[src/rtl/flp_pkg.sv]
package flp_pkg;
    localparam logic [7:0] CMD_SETUP   = 8'h60;
    localparam logic [7:0] CMD_SET_BLK = 8'h01;
    localparam logic [7:0] CMD_SET_MST = 8'hF1;
    localparam logic [7:0] CMD_CLR_ALL = 8'hD0;
    localparam logic [7:0] CMD_CLR_SR  = 8'h50;
    localparam logic [7:0] CMD_ARRAY   = 8'hFF;

    typedef enum logic [1:0] {
        ACT_NONE,
        ACT_SET_BLK,
        ACT_SET_MST,
        ACT_CLR_ALL
    } act_e;

    typedef enum logic [1:0] {
        MODE_ARRAY,
        MODE_STATUS,
        MODE_SETUP
    } mode_e;

    typedef struct packed {
        logic clr;   // status bit 5
        logic set;   // status bit 4
        logic sup;   // status bit 3
        logic prot;  // status bit 1
    } err_t;
endpackage

[src/rtl/flp_cmd_eval.sv]
module flp_cmd_eval
    import flp_pkg::*;
(
    input  logic [7:0] code,
    input  logic       master,
    input  logic       rp_elev,
    input  logic       vpen_ok,
    input  logic       suspended,
    output act_e       act,
    output err_t       err
);
    always_comb begin
        act = ACT_NONE;
        err = '0;
        case (code)
            CMD_SET_BLK: begin
                if (!vpen_ok) begin
                    err.sup = 1'b1;
                    err.set = 1'b1;
                end else if (master && !rp_elev) begin
                    err.prot = 1'b1;
                    err.set  = 1'b1;
                end else begin
                    act = ACT_SET_BLK;
                end
            end
            CMD_SET_MST: begin
                if (!vpen_ok) begin
                    err.sup = 1'b1;
                    err.set = 1'b1;
                end else if (!rp_elev) begin
                    err.prot = 1'b1;
                    err.set  = 1'b1;
                end else begin
                    act = ACT_SET_MST;
                end
            end
            CMD_CLR_ALL: begin
                if (suspended) begin
                    err.set = 1'b1;
                    err.clr = 1'b1;
                end else if (!vpen_ok) begin
                    err.sup = 1'b1;
                    err.clr = 1'b1;
                end else if (master && !rp_elev) begin
                    err.prot = 1'b1;
                    err.clr  = 1'b1;
                end else begin
                    act = ACT_CLR_ALL;
                end
            end
            default: begin
                err.set = 1'b1;
                err.clr = 1'b1;
            end
        endcase
    end
endmodule

[src/rtl/flp_protect_gate.sv]
module flp_protect_gate
    import flp_pkg::*;
#(
    parameter int NBLK  = 8,
    localparam int BLK_W = $clog2(NBLK)
) (
    input  logic [NBLK-1:0]  lock_bits,
    input  logic [BLK_W-1:0] blk,
    input  logic             is_erase,
    input  logic             rp_elev,
    output logic             allow,
    output err_t             err
);
    logic locked;

    always_comb begin
        locked = 1'b1;
        if (int'(blk) < NBLK) locked = lock_bits[blk];
        allow = !locked || rp_elev;
        err = '0;
        if (!allow) begin
            err.prot = 1'b1;
            err.clr  = is_erase;
            err.set  = !is_erase;
        end
    end
endmodule

[src/rtl/flp_busy_timer.sv]
module flp_busy_timer #(
    parameter int LOCK_CYCLES = 6,
    parameter int OP_CYCLES   = 4,
    localparam int MAXC = (LOCK_CYCLES > OP_CYCLES) ? LOCK_CYCLES : OP_CYCLES,
    localparam int CW   = $clog2(MAXC + 1)
) (
    input  logic clk,
    input  logic rst_n,
    input  logic start,
    input  logic long_sel,
    output logic busy,
    output logic done
);
    logic [CW-1:0] cnt_d, cnt_q;

    always_comb begin
        cnt_d = cnt_q;
        if (start) begin
            cnt_d = long_sel ? CW'(LOCK_CYCLES) : CW'(OP_CYCLES);
        end else if (cnt_q != '0) begin
            cnt_d = cnt_q - 1'b1;
        end
    end

    always_ff @(posedge clk or negedge rst_n) begin
        if (!rst_n) cnt_q <= '0;
        else        cnt_q <= cnt_d;
    end

    assign busy = (cnt_q != '0);
    assign done = (cnt_q == CW'(1));
endmodule

[src/rtl/flp_lock_ctrl.sv]
module flp_lock_ctrl
    import flp_pkg::*;
#(
    parameter int NBLK        = 8,
    parameter int LOCK_CYCLES = 6,
    parameter int OP_CYCLES   = 4,
    localparam int BLK_W      = $clog2(NBLK)
) (
    input  logic             clk,
    input  logic             rst_n,
    input  logic             wr_en,
    input  logic [7:0]       wr_data,
    input  logic [BLK_W-1:0] wr_blk,
    input  logic             op_req,
    input  logic             op_erase,
    input  logic [BLK_W-1:0] op_blk,
    input  logic             rp_elev,
    input  logic             vpen_ok,
    input  logic             suspended,
    output logic             ready,
    output logic [7:0]       status,
    output logic             rd_status_mode,
    output logic [NBLK-1:0]  lock_bits,
    output logic             master_lock,
    output logic             op_start
);
    typedef struct packed {
        mode_e            mode;
        logic [NBLK-1:0]  locks;
        logic             master;
        act_e             pend_act;
        logic [BLK_W-1:0] pend_blk;
        err_t             err;
        logic             op_start;
    } state_t;

    state_t st_d, st_q;

    act_e eval_act;
    err_t eval_err;
    logic gate_allow;
    err_t gate_err;
    logic tmr_start, tmr_long, tmr_busy, tmr_done;

    flp_cmd_eval u_eval (
        .code      (wr_data),
        .master    (st_q.master),
        .rp_elev   (rp_elev),
        .vpen_ok   (vpen_ok),
        .suspended (suspended),
        .act       (eval_act),
        .err       (eval_err)
    );

    flp_protect_gate #(.NBLK(NBLK)) u_gate (
        .lock_bits (st_q.locks),
        .blk       (op_blk),
        .is_erase  (op_erase),
        .rp_elev   (rp_elev),
        .allow     (gate_allow),
        .err       (gate_err)
    );

    flp_busy_timer #(.LOCK_CYCLES(LOCK_CYCLES), .OP_CYCLES(OP_CYCLES)) u_tmr (
        .clk      (clk),
        .rst_n    (rst_n),
        .start    (tmr_start),
        .long_sel (tmr_long),
        .busy     (tmr_busy),
        .done     (tmr_done)
    );

    always_comb begin
        st_d          = st_q;
        st_d.op_start = 1'b0;
        tmr_start     = 1'b0;
        tmr_long      = 1'b0;

        // Completion of a lock operation commits the pending change.
        if (tmr_done) begin
            case (st_q.pend_act)
                ACT_SET_BLK: st_d.locks[st_q.pend_blk] = 1'b1;
                ACT_SET_MST: st_d.master = 1'b1;
                ACT_CLR_ALL: st_d.locks = '0;
                default: ;
            endcase
            st_d.pend_act = ACT_NONE;
        end

        if (!tmr_busy) begin
            if (wr_en) begin
                if (st_q.mode == MODE_SETUP) begin
                    st_d.mode = MODE_STATUS;
                    st_d.err  = st_q.err | eval_err;
                    if (eval_act != ACT_NONE) begin
                        tmr_start     = 1'b1;
                        tmr_long      = 1'b1;
                        st_d.pend_act = eval_act;
                        st_d.pend_blk = wr_blk;
                    end
                end else begin
                    case (wr_data)
                        CMD_SETUP:  st_d.mode = MODE_SETUP;
                        CMD_CLR_SR: st_d.err  = '0;
                        CMD_ARRAY:  st_d.mode = MODE_ARRAY;
                        default: ;
                    endcase
                end
            end else if (op_req && st_q.mode != MODE_SETUP) begin
                st_d.mode = MODE_STATUS;
                if (gate_allow) begin
                    tmr_start     = 1'b1;
                    st_d.op_start = 1'b1;
                end else begin
                    st_d.err = st_q.err | gate_err;
                end
            end
        end
    end

    always_ff @(posedge clk or negedge rst_n) begin
        if (!rst_n) begin
            st_q.mode     <= MODE_ARRAY;
            st_q.locks    <= '0;
            st_q.master   <= 1'b0;
            st_q.pend_act <= ACT_NONE;
            st_q.pend_blk <= '0;
            st_q.err      <= '0;
            st_q.op_start <= 1'b0;
        end else begin
            st_q <= st_d;
        end
    end

    assign ready          = !tmr_busy;
    assign status         = {!tmr_busy, 1'b0, st_q.err.clr, st_q.err.set,
                             st_q.err.sup, 1'b0, st_q.err.prot, 1'b0};
    assign rd_status_mode = (st_q.mode != MODE_ARRAY);
    assign lock_bits      = st_q.locks;
    assign master_lock    = st_q.master;
    assign op_start       = st_q.op_start;
endmodule

[config.mk]
export PLATFORM = sky130hd
export DESIGN_NAME = flp_lock_ctrl
export DESIGN_NICKNAME = d
export VERILOG_FILES = /design/src/rtl/flp_pkg.sv /design/src/rtl/flp_cmd_eval.sv /design/src/rtl/flp_protect_gate.sv /design/src/rtl/flp_busy_timer.sv /design/src/rtl/flp_lock_ctrl.sv
export SDC_FILE = /design/constraint.sdc
export NUM_CORES = 1
export LEC_CHECK = 0
export ABC_AREA = 0
export BUFFER_PORTS_ARGS = -buffer_cell sky130_fd_sc_hd__buf_2
export CAP_MARGIN = 5
export CORE_MARGIN = 2
export CORE_UTILIZATION = 55
export CTS_BUF_LIST = sky130_fd_sc_hd__clkbuf_8
export CTS_CLUSTER_SIZE = 12
export DETAILED_ROUTE_END_ITERATION = 7
export PLACE_DENSITY = 0.83
export SETUP_SLACK_MARGIN = 0.15
export SLEW_MARGIN = 15
export SYNTH_ARGS = -nofsm -noshare
export SYNTH_HDL_FRONTEND = slang
export SYNTH_SLANG_ARGS = --single-unit
[constraint.sdc]
create_clock -name clk -period 3.7 [get_ports clk]
set_clock_uncertainty 0.2 [all_clocks]
set_input_delay 0.74 -clock clk [delete_from_list [all_inputs] [get_ports clk]]
set_output_delay 0.74 -clock clk [all_outputs]
set_load 0.01 [all_outputs]
==> flow_summary.html <==
<table>
<tr><th>Metric</th><th>Value</th></tr>
<tr><th colspan="2">Run status</th></tr>
<tr><td>Result of the run</td><td>complete, no violations</td></tr>
<tr><th colspan="2">STA</th></tr>
<tr><td>Worst hold slack</td><td>0.243 ns</td></tr>
<tr><td>Max-Slew Margin vs Limit</td><td>64.7%</td></tr>
<tr><td>Number of pins with negative max-slew slack in the final report</td><td>0</td></tr>
<tr><td>Final hold violation count</td><td>0</td></tr>
<tr><td>Crit share post-route</td><td>68.2%</td></tr>
<tr><td>Total negative setup slack</td><td>0 ns</td></tr>
<tr><td>Achievable frequency</td><td>396 MHz</td></tr>
<tr><td>Transition time of the tightest slew-check pin</td><td>0.530 ns</td></tr>
<tr><td>Final setup violation count</td><td>0</td></tr>
<tr><td>Final critical path time including I/O delays and setup</td><td>2.52 ns</td></tr>
<tr><td>Final setup margin</td><td>1.18 ns</td></tr>
<tr><td>Setup repair after global routing missed its margin</td><td>false</td></tr>
<tr><th colspan="2">Final layout</th></tr>
<tr><td>Final core utilization</td><td>64.7%</td></tr>
<tr><td>Most common cell after layout, fill and taps aside</td><td>buf_2</td></tr>
<tr><td>Proportion of layout cells with a drive suffix above 1</td><td>28.7%</td></tr>
<tr><td>Sequential cell area in the final layout</td><td>601 um2</td></tr>
<tr><td>Net count of the finished layout</td><td>221</td></tr>
<tr><td>Footprint of the multi-input gates</td><td>845 um2</td></tr>
<tr><td>Layout overhead on the synthesized area</td><td>11.1%</td></tr>
<tr><td>Diodes inserted</td><td>0</td></tr>
<tr><td>Number of inserted filler cells in the final layout</td><td>231</td></tr>
<tr><td>Commonest cells after routing, fill and taps aside</td><td>buf_2, dfrtp_1, nor2_1, a21oi_1, inv_1</td></tr>
<tr><th colspan="2">Detailed routing</th></tr>
<tr><td>Drt pass-1 iters</td><td>4</td></tr>
<tr><td>DR WL/cell</td><td>14.7 um</td></tr>
<tr><td>Antenna violation net count after detailed routing</td><td>0</td></tr>
<tr><td>Via-per-instance ratio</td><td>5.84</td></tr>
<tr><td>Detailed-routed wire length on met3</td><td>154 um</td></tr>
<tr><td>Max Used Layer</td><td>met4</td></tr>
<tr><td>DR DRC count</td><td>0</td></tr>
<tr><td>Wire length reported by the detailed router</td><td>3330 um</td></tr>
<tr><td>First DRT Iteration DRCs</td><td>49</td></tr>
<tr><td>Total via count after detailed routing</td><td>1320</td></tr>
<tr><td>Wire length on met1</td><td>1500 um</td></tr>
<tr><td>WL met2</td><td>1640 um</td></tr>
<tr><th colspan="2">Synthesis</th></tr>
<tr><td>Xor and xnor fraction of the mapped netlist area</td><td>0.546%</td></tr>
<tr><td>Dominant combinational cell family by area after synthesis</td><td>simple AND/OR/NAND/NOR gates</td></tr>
<tr><td>Count of mapped cells out of synthesis</td><td>169</td></tr>
<tr><td>Number of flip-flops and latches in the synthesized netlist</td><td>24</td></tr>
<tr><td>Average cell area after synthesis</td><td>9.50 um2</td></tr>
<tr><td>Number of flops mapped to enable cells by yosys</td><td>0</td></tr>
<tr><td>Post-synthesis share of cell area spent on and, or, nand and nor gates</td><td>22.4%</td></tr>
<tr><td>Post-synthesis compound-gate area fraction</td><td>20.5%</td></tr>
<tr><td>Adder-Cell Fraction of Synth Area</td><td>2.34%</td></tr>
<tr><td>Asr flop ratio synth</td><td>100%</td></tr>
<tr><td>Area leader, netlist</td><td>dfrtp_1</td></tr>
<tr><td>Sequential element share of the synthesized area</td><td>37.4%</td></tr>
<tr><td>Leading register cell type out of synthesis</td><td>dfrtp_1</td></tr>
<tr><td>Largest cells by area after synthesis</td><td>dfrtp_1, buf_4, a21oi_1</td></tr>
<tr><td>Synth unique cells</td><td>53</td></tr>
<tr><td>Number of warning messages in the yosys log</td><td>0</td></tr>
<tr><td>Mux contribution to synthesized area</td><td>6.16%</td></tr>
<tr><td>Post-synthesis cell area</td><td>0.00161 mm2</td></tr>
<tr><td>Share of the synthesized area in the top cell type</td><td>37.4%</td></tr>
<tr><th colspan="2">Clock network</th></tr>
<tr><td>Clock input transition at the sequential cells of the worst setup and hold paths</td><td>0.09 ns</td></tr>
<tr><td>Hold_buf cts</td><td>0</td></tr>
<tr><td>Clk_lat worst skew</td><td>0.26 ns</td></tr>
<tr><td>CTS H-tree depth</td><td>1</td></tr>
<tr><td>Clock tree from TritonCTS</td><td>yes</td></tr>
<tr><td>Count of cells resized by post-cts repair</td><td>0</td></tr>
<tr><td>Root buf cell</td><td>clkbuf_8</td></tr>
<tr><td>Number of clock buffers inserted by TritonCTS</td><td>3</td></tr>
<tr><td>Clock sinks</td><td>24</td></tr>
<tr><td>Post-CTS Setup Repair Bufs</td><td>0</td></tr>
<tr><td>Clock Tree Buf Depth</td><td>2</td></tr>
<tr><th colspan="2">Setup path</th></tr>
<tr><td>Crit path kind</td><td>reg2out</td></tr>
<tr><td>Worst path bufs/invs</td><td>3</td></tr>
<tr><td>Startpoint kind of the worst setup timing path</td><td>flip-flop</td></tr>
<tr><td>Most Frequent Cell on Critical Path</td><td>inv_1</td></tr>
<tr><td>Arrival time worst endpoint</td><td>1.58 ns</td></tr>
<tr><td>Length in cells of the worst reg-to-reg path</td><td>5</td></tr>
<tr><td>Cell with the biggest individual delay on the critical path</td><td>dfrtp_1</td></tr>
<tr><td>Sequence of cells on the critical path</td><td>inv_1 -&gt; ha_1 -&gt; nand2b_1 -&gt; inv_1 -&gt; buf_2</td></tr>
<tr><td>Maximum net fanout on the critical path</td><td>7</td></tr>
<tr><td>Critical path capture point type</td><td>output pin</td></tr>
<tr><td>Cell family with most CP delay</td><td>buffers and inverters</td></tr>
<tr><td>Critical R2R Launch</td><td>lock_bits[3]</td></tr>
<tr><td>Number of cells on the critical path</td><td>5</td></tr>
<tr><td>Required time reported for the critical path endpoint</td><td>2.76 ns</td></tr>
<tr><td>Critical Path Max Stage Delay</td><td>0.39 ns</td></tr>
<tr><td>Worst Setup SP</td><td>u_tmr.cnt_q[0]</td></tr>
<tr><th colspan="2">Floorplanning</th></tr>
<tr><td>Starting density of the core</td><td>58.2%</td></tr>
<tr><td>Die ar.</td><td>0.00337 mm2</td></tr>
<tr><td>Core Area</td><td>0.00276 mm2</td></tr>
<tr><td>Die width</td><td>58.0 um</td></tr>
<tr><td>Die H</td><td>58.0 um</td></tr>
<tr><td>Cell row count</td><td>19</td></tr>
<tr><td>Boundary Pins</td><td>42</td></tr>
<tr><th colspan="2">Global route</th></tr>
<tr><td>Combined global-route utilization of all metal layers</td><td>20.5%</td></tr>
<tr><td>Global-route congestion overflow total</td><td>0</td></tr>
<tr><td>Via count of the first global-routing pass</td><td>1231</td></tr>
<tr><td>Initial antenna violation count</td><td>0</td></tr>
<tr><td>Wire length of the first global-routing pass</td><td>5390 um</td></tr>
<tr><td>Pin count of the biggest net entering global routing</td><td>25</td></tr>
<tr><th colspan="2">Pwr</th></tr>
<tr><td>Peak ir drop on the vdd network</td><td>347 uV</td></tr>
<tr><td>Leakage power</td><td>0.890 nW</td></tr>
<tr><td>Power per standard cell area</td><td>498 mW/mm2</td></tr>
<tr><td>Post-layout total power</td><td>0.888 mW</td></tr>
<tr><th colspan="2">Placement</th></tr>
<tr><td>Port Buffer Count</td><td>38</td></tr>
<tr><td>Worst slack at placement</td><td>1.01 ns</td></tr>
<tr><td>Gp weighted congestion</td><td>0.885</td></tr>
<tr><td>Half-perimeter wire length of the detailed placement result</td><td>2620 um</td></tr>
<tr><th colspan="2">Flow run</th></tr>
<tr><td>Max capacitance violation total</td><td>0</td></tr>
<tr><th colspan="2">Worst hold path</th></tr>
<tr><td>HP Class</td><td>in2async</td></tr>
</table>
cell type report:
class	count	share of cell area, %
Clock buffer	3	2.32
Clock inverter	1	1.68
Inverter	10	2.11
Multi-Input combinational cell	119	47.4
Sequential cell	24	33.7
Tap cell	31	2.18
Timing Repair Buffer	38	10.7
power breakdown:
| part | switching, mW | internal, mW | total, mW |
|---|---|---|---|
| combinational | 0.168 | 0.136 | 0.304 |
| clock | 0.0854 | 0.144 | 0.230 |
| sequential | 0.0389 | 0.316 | 0.355 |
| total | 0.292 | 0.596 | 0.888 |
layer usage:
metal / vias up / track usage, %
li1: 647 / -
met1: 628 / 28.2
met2: 39 / 34.3
met3: 6 / 2.90
met4: 0 / 5.32
met5: - / 0
cells by family (layout without fill, tap and decap cells):
kind of cell,after synthesis,count (layout)
buffers and inverters,28,52
flip-flops,24,24
adder cells (fa/ha/maj),3,3
AND/OR/NAND/NOR,61,61
XOR/XNOR,1,1
multiplexers,8,8
other,1,3
AO/OA/AOI/OAI,43,43
cells in the mapped netlist, types with 3 or more instances:
cell type,instances
nand2b_1,4
a21o_1,3
nor2_1,18
a31oi_1,3
buf_4,16
dfrtp_1,24
and4_1,3
inv_1,10
a21oi_1,15
mux2_1,3
ha_1,3
and3_1,3
nor2b_1,6
nand2_1,8
metrics by stage:
stage          instance area (um2)  cells
6_report                      1780    226
5_1_grt                       1780    226
4_1_cts                       1780    226
3_5_place_dp                  1710    222
3_3_place_gp                  1710    222
2_1_floorplan                 1610    171
state kept, by name, indices dropped and copies added (netlist names):
signal	count
lock_bits	8
st_q	7
status	4
u_tmr.cnt_q	3
master_lock	1
op_start	1
worst paths after layout:
path                       slack, ns        endpoint
setup / recovery                1.18       status[7]
min in group clk                0.31       status[3]
hold / removal                  0.24    lock_bits[3]
setup reg to reg                1.63  u_tmr.cnt_q[1]
max in group asynchronous       2.70  u_tmr.cnt_q[2]
hold reg to reg                 0.31       status[3]
worst register-to-register path: cells and delay by family, from the launching register on:
family	cells	cell delay, ns
mux	1	0.47
flops	1	0.41
compound gates	3	0.63
simple gates	1	0.25
No activity file was read; power rests on OpenSTA's default activity.
